==> src/rtl/pmu_trap_pkg.sv <==
package pmu_trap_pkg;

  localparam int LVL_W   = 2;
  localparam int EC_W    = 6;
  localparam int STYLE_W = 2;

  localparam logic [EC_W-1:0] EC_SYS_ACCESS = 6'h03;
  localparam logic [EC_W-1:0] EC_UNKNOWN    = 6'h00;

  typedef enum logic [LVL_W-1:0] {
    LVL0 = 2'd0,
    LVL1 = 2'd1,
    LVL2 = 2'd2,
    LVL3 = 2'd3
  } lvl_e;

  typedef enum logic [STYLE_W-1:0] {
    STY_NONE  = 2'b00,
    STY_SYS64 = 2'b01,
    STY_HYP32 = 2'b10
  } style_e;

  // Trap style follows the execution state of the level that takes the trap.
  function automatic style_e style_for(input lvl_e tgt, input logic el2_64);
    if (tgt == LVL2 && !el2_64) return STY_HYP32;
    return STY_SYS64;
  endfunction

  // Host mode: host-extension and general-exception routing both on.
  function automatic logic host_mode(input logic e2h_b, input logic tge_b);
    return e2h_b & tge_b;
  endfunction

endpackage

==> src/rtl/pmu_user_gate.sv <==
// Level-0 user-enable gate: verdict when user access is disabled.
module pmu_user_gate
  import pmu_trap_pkg::*;
#(
  parameter int EC_WIDTH = EC_W
) (
  input  logic                from_user,
  input  logic                user_en,
  input  logic                el1_is64,
  input  logic                el2_active,
  input  logic                el2_is64,
  input  logic                tge,
  output logic                blk_hit,
  output logic                blk_undef,
  output lvl_e                blk_tgt,
  output logic [EC_WIDTH-1:0] blk_ec
);

  logic route_hyp64;
  logic route_hyp32;

  assign route_hyp64 = el2_active & el2_is64 & tge;
  assign route_hyp32 = el2_active & ~el2_is64 & tge;
  assign blk_hit     = from_user & ~user_en;

  always_comb begin
    blk_undef = 1'b0;
    blk_tgt   = LVL0;
    blk_ec    = EC_WIDTH'(EC_SYS_ACCESS);
    if (route_hyp64) begin
      blk_tgt = LVL2;
    end else if (el1_is64) begin
      blk_tgt = LVL1;
    end else if (route_hyp32) begin
      blk_tgt = LVL2;
      blk_ec  = EC_WIDTH'(EC_UNKNOWN);
    end else begin
      blk_undef = 1'b1;
      blk_ec    = '0;
    end
  end

endmodule

==> src/rtl/pmu_hyp_checks.sv <==
// Hypervisor-owned trap sources: group, fine-grained and monitor-unit bits.
module pmu_hyp_checks
  import pmu_trap_pkg::*;
(
  input  logic from_user,
  input  logic is_write,
  input  logic el1_is64,
  input  logic el2_active,
  input  logic el2_is64,
  input  logic el3_present,
  input  logic e2h,
  input  logic tge,
  input  logic grp_trap,
  input  logic hyp_pmu_trap,
  input  logic fg_enable,
  input  logic fg_rd_trap,
  input  logic fg_wr_trap,
  output logic grp_hit,
  output logic fg_hit,
  output logic pmu_hit
);

  logic host_on;
  logic grp_skip;
  logic fg_bit;
  logic fg_gate;

  assign host_on  = host_mode(e2h, tge);
  // Host mode hides the group trap only for a 64-bit hypervisor.
  assign grp_skip = from_user & el2_is64 & host_on;
  assign grp_hit  = el2_active & grp_trap & ~grp_skip;

  assign fg_bit   = is_write ? fg_wr_trap : fg_rd_trap;
  assign fg_gate  = from_user & el2_active & el1_is64 & ~host_on
                  & (~el3_present | fg_enable);
  assign fg_hit   = fg_gate & fg_bit;

  assign pmu_hit  = el2_active & hyp_pmu_trap;

endmodule

==> src/rtl/pmu_mon_check.sv <==
// Level-3 monitor-unit trap source.
module pmu_mon_check (
  input  logic el3_present,
  input  logic el3_is64,
  input  logic mon_pmu_trap,
  output logic mon_hit
);

  assign mon_hit = el3_present & el3_is64 & mon_pmu_trap;

endmodule

==> src/rtl/pmu_access_arbiter.sv <==
module pmu_access_arbiter
  import pmu_trap_pkg::*;
#(
  parameter int EC_WIDTH = EC_W
) (
  input  logic [LVL_W-1:0]   cur_lvl,
  input  logic               is_write,
  input  logic               el1_is64,
  input  logic               el2_is64,
  input  logic               el3_is64,
  input  logic               el2_active,
  input  logic               el3_present,
  input  logic               user_en,
  input  logic               tge,
  input  logic               e2h,
  input  logic               grp_trap,
  input  logic               hyp_pmu_trap,
  input  logic               mon_pmu_trap,
  input  logic               fg_enable,
  input  logic               fg_rd_trap,
  input  logic               fg_wr_trap,
  output logic               allow,
  output logic               trap,
  output logic               undef,
  output logic [LVL_W-1:0]   tgt_lvl,
  output logic [STYLE_W-1:0] trap_style,
  output logic [EC_WIDTH-1:0] ec
);

  lvl_e                lvl;
  logic                from_user;
  logic                w_user_blk;
  logic                w_user_undef;
  lvl_e                w_user_tgt;
  logic [EC_WIDTH-1:0] w_user_ec;
  logic                w_grp_hit;
  logic                w_fg_hit;
  logic                w_hyp_pmu_hit;
  logic                w_mon_hit;
  lvl_e                tgt_q;
  logic [EC_WIDTH-1:0] ec_q;

  assign lvl       = lvl_e'(cur_lvl);
  assign from_user = (lvl == LVL0);

  pmu_user_gate #(.EC_WIDTH(EC_WIDTH)) u_gate (
    .from_user (from_user),
    .user_en   (user_en),
    .el1_is64  (el1_is64),
    .el2_active(el2_active),
    .el2_is64  (el2_is64),
    .tge       (tge),
    .blk_hit   (w_user_blk),
    .blk_undef (w_user_undef),
    .blk_tgt   (w_user_tgt),
    .blk_ec    (w_user_ec)
  );

  pmu_hyp_checks u_hyp (
    .from_user   (from_user),
    .is_write    (is_write),
    .el1_is64    (el1_is64),
    .el2_active  (el2_active),
    .el2_is64    (el2_is64),
    .el3_present (el3_present),
    .e2h         (e2h),
    .tge         (tge),
    .grp_trap    (grp_trap),
    .hyp_pmu_trap(hyp_pmu_trap),
    .fg_enable   (fg_enable),
    .fg_rd_trap  (fg_rd_trap),
    .fg_wr_trap  (fg_wr_trap),
    .grp_hit     (w_grp_hit),
    .fg_hit      (w_fg_hit),
    .pmu_hit     (w_hyp_pmu_hit)
  );

  pmu_mon_check u_mon (
    .el3_present (el3_present),
    .el3_is64    (el3_is64),
    .mon_pmu_trap(mon_pmu_trap),
    .mon_hit     (w_mon_hit)
  );

  // Priority resolution per issuing level; first hit wins.
  always_comb begin
    allow = 1'b0;
    trap  = 1'b0;
    undef = 1'b0;
    tgt_q = LVL0;
    ec_q  = EC_WIDTH'(EC_SYS_ACCESS);
    unique case (lvl)
      LVL3: allow = 1'b1;
      LVL2: begin
        if (w_mon_hit) begin trap = 1'b1; tgt_q = LVL3; end
        else allow = 1'b1;
      end
      LVL1: begin
        if (w_grp_hit || w_hyp_pmu_hit) begin trap = 1'b1; tgt_q = LVL2; end
        else if (w_mon_hit)             begin trap = 1'b1; tgt_q = LVL3; end
        else allow = 1'b1;
      end
      default: begin
        if (w_user_blk) begin
          undef = w_user_undef;
          trap  = ~w_user_undef;
          tgt_q = w_user_tgt;
          ec_q  = w_user_ec;
        end else if (w_grp_hit || w_fg_hit || w_hyp_pmu_hit) begin
          trap = 1'b1; tgt_q = LVL2;
        end else if (w_mon_hit) begin
          trap = 1'b1; tgt_q = LVL3;
        end else allow = 1'b1;
      end
    endcase
  end

  assign tgt_lvl    = trap ? tgt_q : LVL0;
  assign ec         = trap ? ec_q : '0;
  assign trap_style = trap ? style_for(tgt_q, el2_is64) : STY_NONE;

endmodule

==> config.mk <==
export PLATFORM = sky130hd
export DESIGN_NAME = pmu_access_arbiter
export DESIGN_NICKNAME = d
export VERILOG_FILES = /design/src/rtl/pmu_trap_pkg.sv /design/src/rtl/pmu_user_gate.sv /design/src/rtl/pmu_hyp_checks.sv /design/src/rtl/pmu_mon_check.sv /design/src/rtl/pmu_access_arbiter.sv
export SDC_FILE = /design/constraint.sdc
export NUM_CORES = 1
export LEC_CHECK = 0
export CAP_MARGIN = 30
export CELL_PAD_IN_SITES_DETAIL_PLACEMENT = 0
export CELL_PAD_IN_SITES_GLOBAL_PLACEMENT = 1
export CORE_MARGIN = 4
export CORE_UTILIZATION = 21
export DETAILED_ROUTE_END_ITERATION = 7
export PLACE_DENSITY_LB_ADDON = 0.3
export SLEW_MARGIN = 0
export SYNTH_ARGS = -nofsm -noshare
export SYNTH_HDL_FRONTEND = slang
export SYNTH_HIERARCHICAL = 1
export SYNTH_SLANG_ARGS = --single-unit
export TNS_END_PERCENT = 100
==> constraint.sdc <==
create_clock -name vclk -period 1.88
set_input_delay 0.188 -clock vclk [all_inputs]
set_output_delay 0.188 -clock vclk [all_outputs]
set_load 0.01 [all_outputs]
==> results.py <==
metrics = {
    "detailed_routing": {
        "drt_iter0_drc": 1,
        "via_per_inst": 4.468,
        "wire_per_inst_um": 11.68,
        "drt_pass1_iterations": 2,
        "route.detailed.drc": 0,
        "totalWireLength_um": 1297,
        "ant_nets": 0,
        "vias": 496,
    },
    "power": {
        "irDropWorstVdd_uv": 88.99,
        "power.density_mw_per_mm2": 203.9,
        "leakage_nw": 0.3794,
    },
    "cells_and_area": {
        "antenna_cells": 0,
        "clkbuf_count": 0,
        "drive_gt1_share_pct": 50.53,
        "seqCellArea_um2": 0,
        "seq_cells": 0,
        "num-nets-final": 114,
        "area_growth_pct": 126.6,
        "fin_area_um2": 788.3,
    },
    "grt": {
        "antenna_found_initial": 0,
        "grt_max_degree": 6,
        "grt_pass1_wl_um": 2214,
        "grt.total_usage_pct": 10.58,
        "grt_overflow_total": 0,
        "grt_pass1_vias": 511,
    },
    "placed_design": {
        "place_hpwl_um": 1011,
        "placed_cell_area_um2": 699.4,
        "gp_congestion": 0.7707,
        "numPortBuffers": 26,
    },
    "run": {
        "max-cap-violations": 0,
    },
    "synth": {
        "mappedNetlistArea_um2": 347.8,
        "yosysTopAreaCell": "buf_4",
        "yosysTopAreaCellShare_pct": 10.79,
        "ys_warn_count": 6,
        "yosysMostFrequentCell": "a21oi_1",
        "synthTopCellsByArea": "buf_4 11%, nand2b_1 9.0%, a21oi_1 8.6%",
        "seq_area_frac_synth_pct": 0,
        "postSynthCellCount": 51,
        "syn_area_per_cell_um2": 6.820,
        "netlist_top_cells_count": "6 x a21oi_1, 5 x buf_4, 5 x nand2_1, 5 x nand2b_1, 4 x and2_2",
        "synth.distinct_cells": 25,
    },
    "critical_path": {
        "path_cells": "buf_2 > nor2_4 > buf_4 > nor2b_2 > or2_4 > a211oi_4 > buf_4 > buf_4 > a211oi_2 > buf_2",
        "crit_path_max_fanout": 3,
        "startpoint_type": "input pin",
        "slowest_stage": "or2_4",
        "arrival_ns": 1.60,
        "cp_num_buf_inv": 5,
        "crit_family": "buffers and inverters",
        "worst_ep_required_time_ns": 1.69,
        "crit_path_end_kind": "output pin",
        "crit_top_cell": "buf_4",
        "worstSetupPathType": "input pin to output pin",
        "max_stage_delay_ns": 0.26,
    },
    "die": {
        "fp.dieH_um": 48.70,
        "die_x_um": 48.70,
        "fp.coreArea_mm2": 0.001541,
        "fp-row-count": 14,
        "ioPinCount": 30,
        "start_util_pct": 22.56,
        "dieArea_mm2": 0.002372,
    },
    "sta": {
        "whs_ns": 0.9756,
        "min_period_over_period_pct": 95.02,
        "final-hold-violation-count": 0,
        "finalCriticalPeriod_ns": 1.786,
        "totalNegativeSetupSlack_ns": 0,
        "maxSlewViolCount": 0,
        "max_freq_ghz": 0.5598,
        "setup_viol": 0,
    },
    "worst_hold_path": {
        "hold_path.class": "input pin to output pin",
    },
    "status": {
        "status": "completed",
    },
}
## placed cells by master, fill, tap and decap left out, types with 2 or more instances in the layout
cell type        instances
buf_4                   18
clkdlybuf4s15_1          8
a21oi_1                  6
dlygate4sd2_1            6
nand2b_1                 5
nand2_1                  5
clkbuf_2                 5
and2_2                   4
buf_2                    4
conb_1                   4
and2_1                   3
buf_6                    3
o21ai_0                  2
## what timing repair did
action | in CTS | in global routing
hold endpoints to repair | 0 | 0
buffers inserted | 5 | 2
resized for setup | 59 | 18
setup endpoints to repair | 9 | 8
pin swaps | 9 | 4
hold buffers | 0 | 0
gates cloned | 0 | 0
## area by class of cell
| class | instances | area (um^2) |
|---|---|---|
| fill | 161 | 753.2 |
| multi-input combinational | 48 | 395.4 |
| timing repair buffer | 46 | 369.1 |
| tap | 16 | 20.02 |
| inverter | 1 | 3.754 |
## kinds of logic after synthesis
group	Yosys count	synth area share, %
AOI/OAI and AO/OA	15	34.89
buffers and inverters	6	11.87
muxes	1	2.878
other	1	1.078
and+or+nand+nor	28	49.29
## stage by stage
step	std cells	utilization [%]	worst slack, ns	power (mW)
finish	111	51.14	0.09367	0.1607
global route	111	51.14	-0.01460	0.1749
CTS	109	51.14	0.0001563	0.1616
detailed placement	104	45.37	-0.5798	0.1482
global placement	104	45.37	-0.5848	0.1471
floorplan	54	-	0.3484	0.05880
## path summary, 6_finish.rpt
check | cells past startpoint | end | slack (ns) | from
worst max-delay path | 10 | trap_style[0] | 0.09 | cur_lvl[0]
worst min-delay path | 5 | tgt_lvl[0] | 0.98 | el3_present
## per-layer routing
metal	global-route usage, %	wire, um
met5	0	0
met4	0	0
met3	1.227	70
met2	19.78	639
met1	13.55	587
## tightest hold or removal path: cells and delay by family
| kind | cells | cell delay [ns] |
|---|---|---|
| AO/OA/AOI/OAI | 1 | 0.07 |
| buffers and inverters | 2 | 0.32 |
| AND/OR/NAND/NOR | 2 | 0.21 |
## power by group
part / switching [mW] / total (mW) / internal, mW / leakage [nW]
combinational: 0.0690 / 0.161 / 0.0917 / 0.379
sequential: 0 / 0 / 0 / 0
clock: 0 / 0 / 0 / 0
total: 0.0690 / 0.161 / 0.0917 / 0.379
Note: power is estimated with default switching activity, not from simulation.
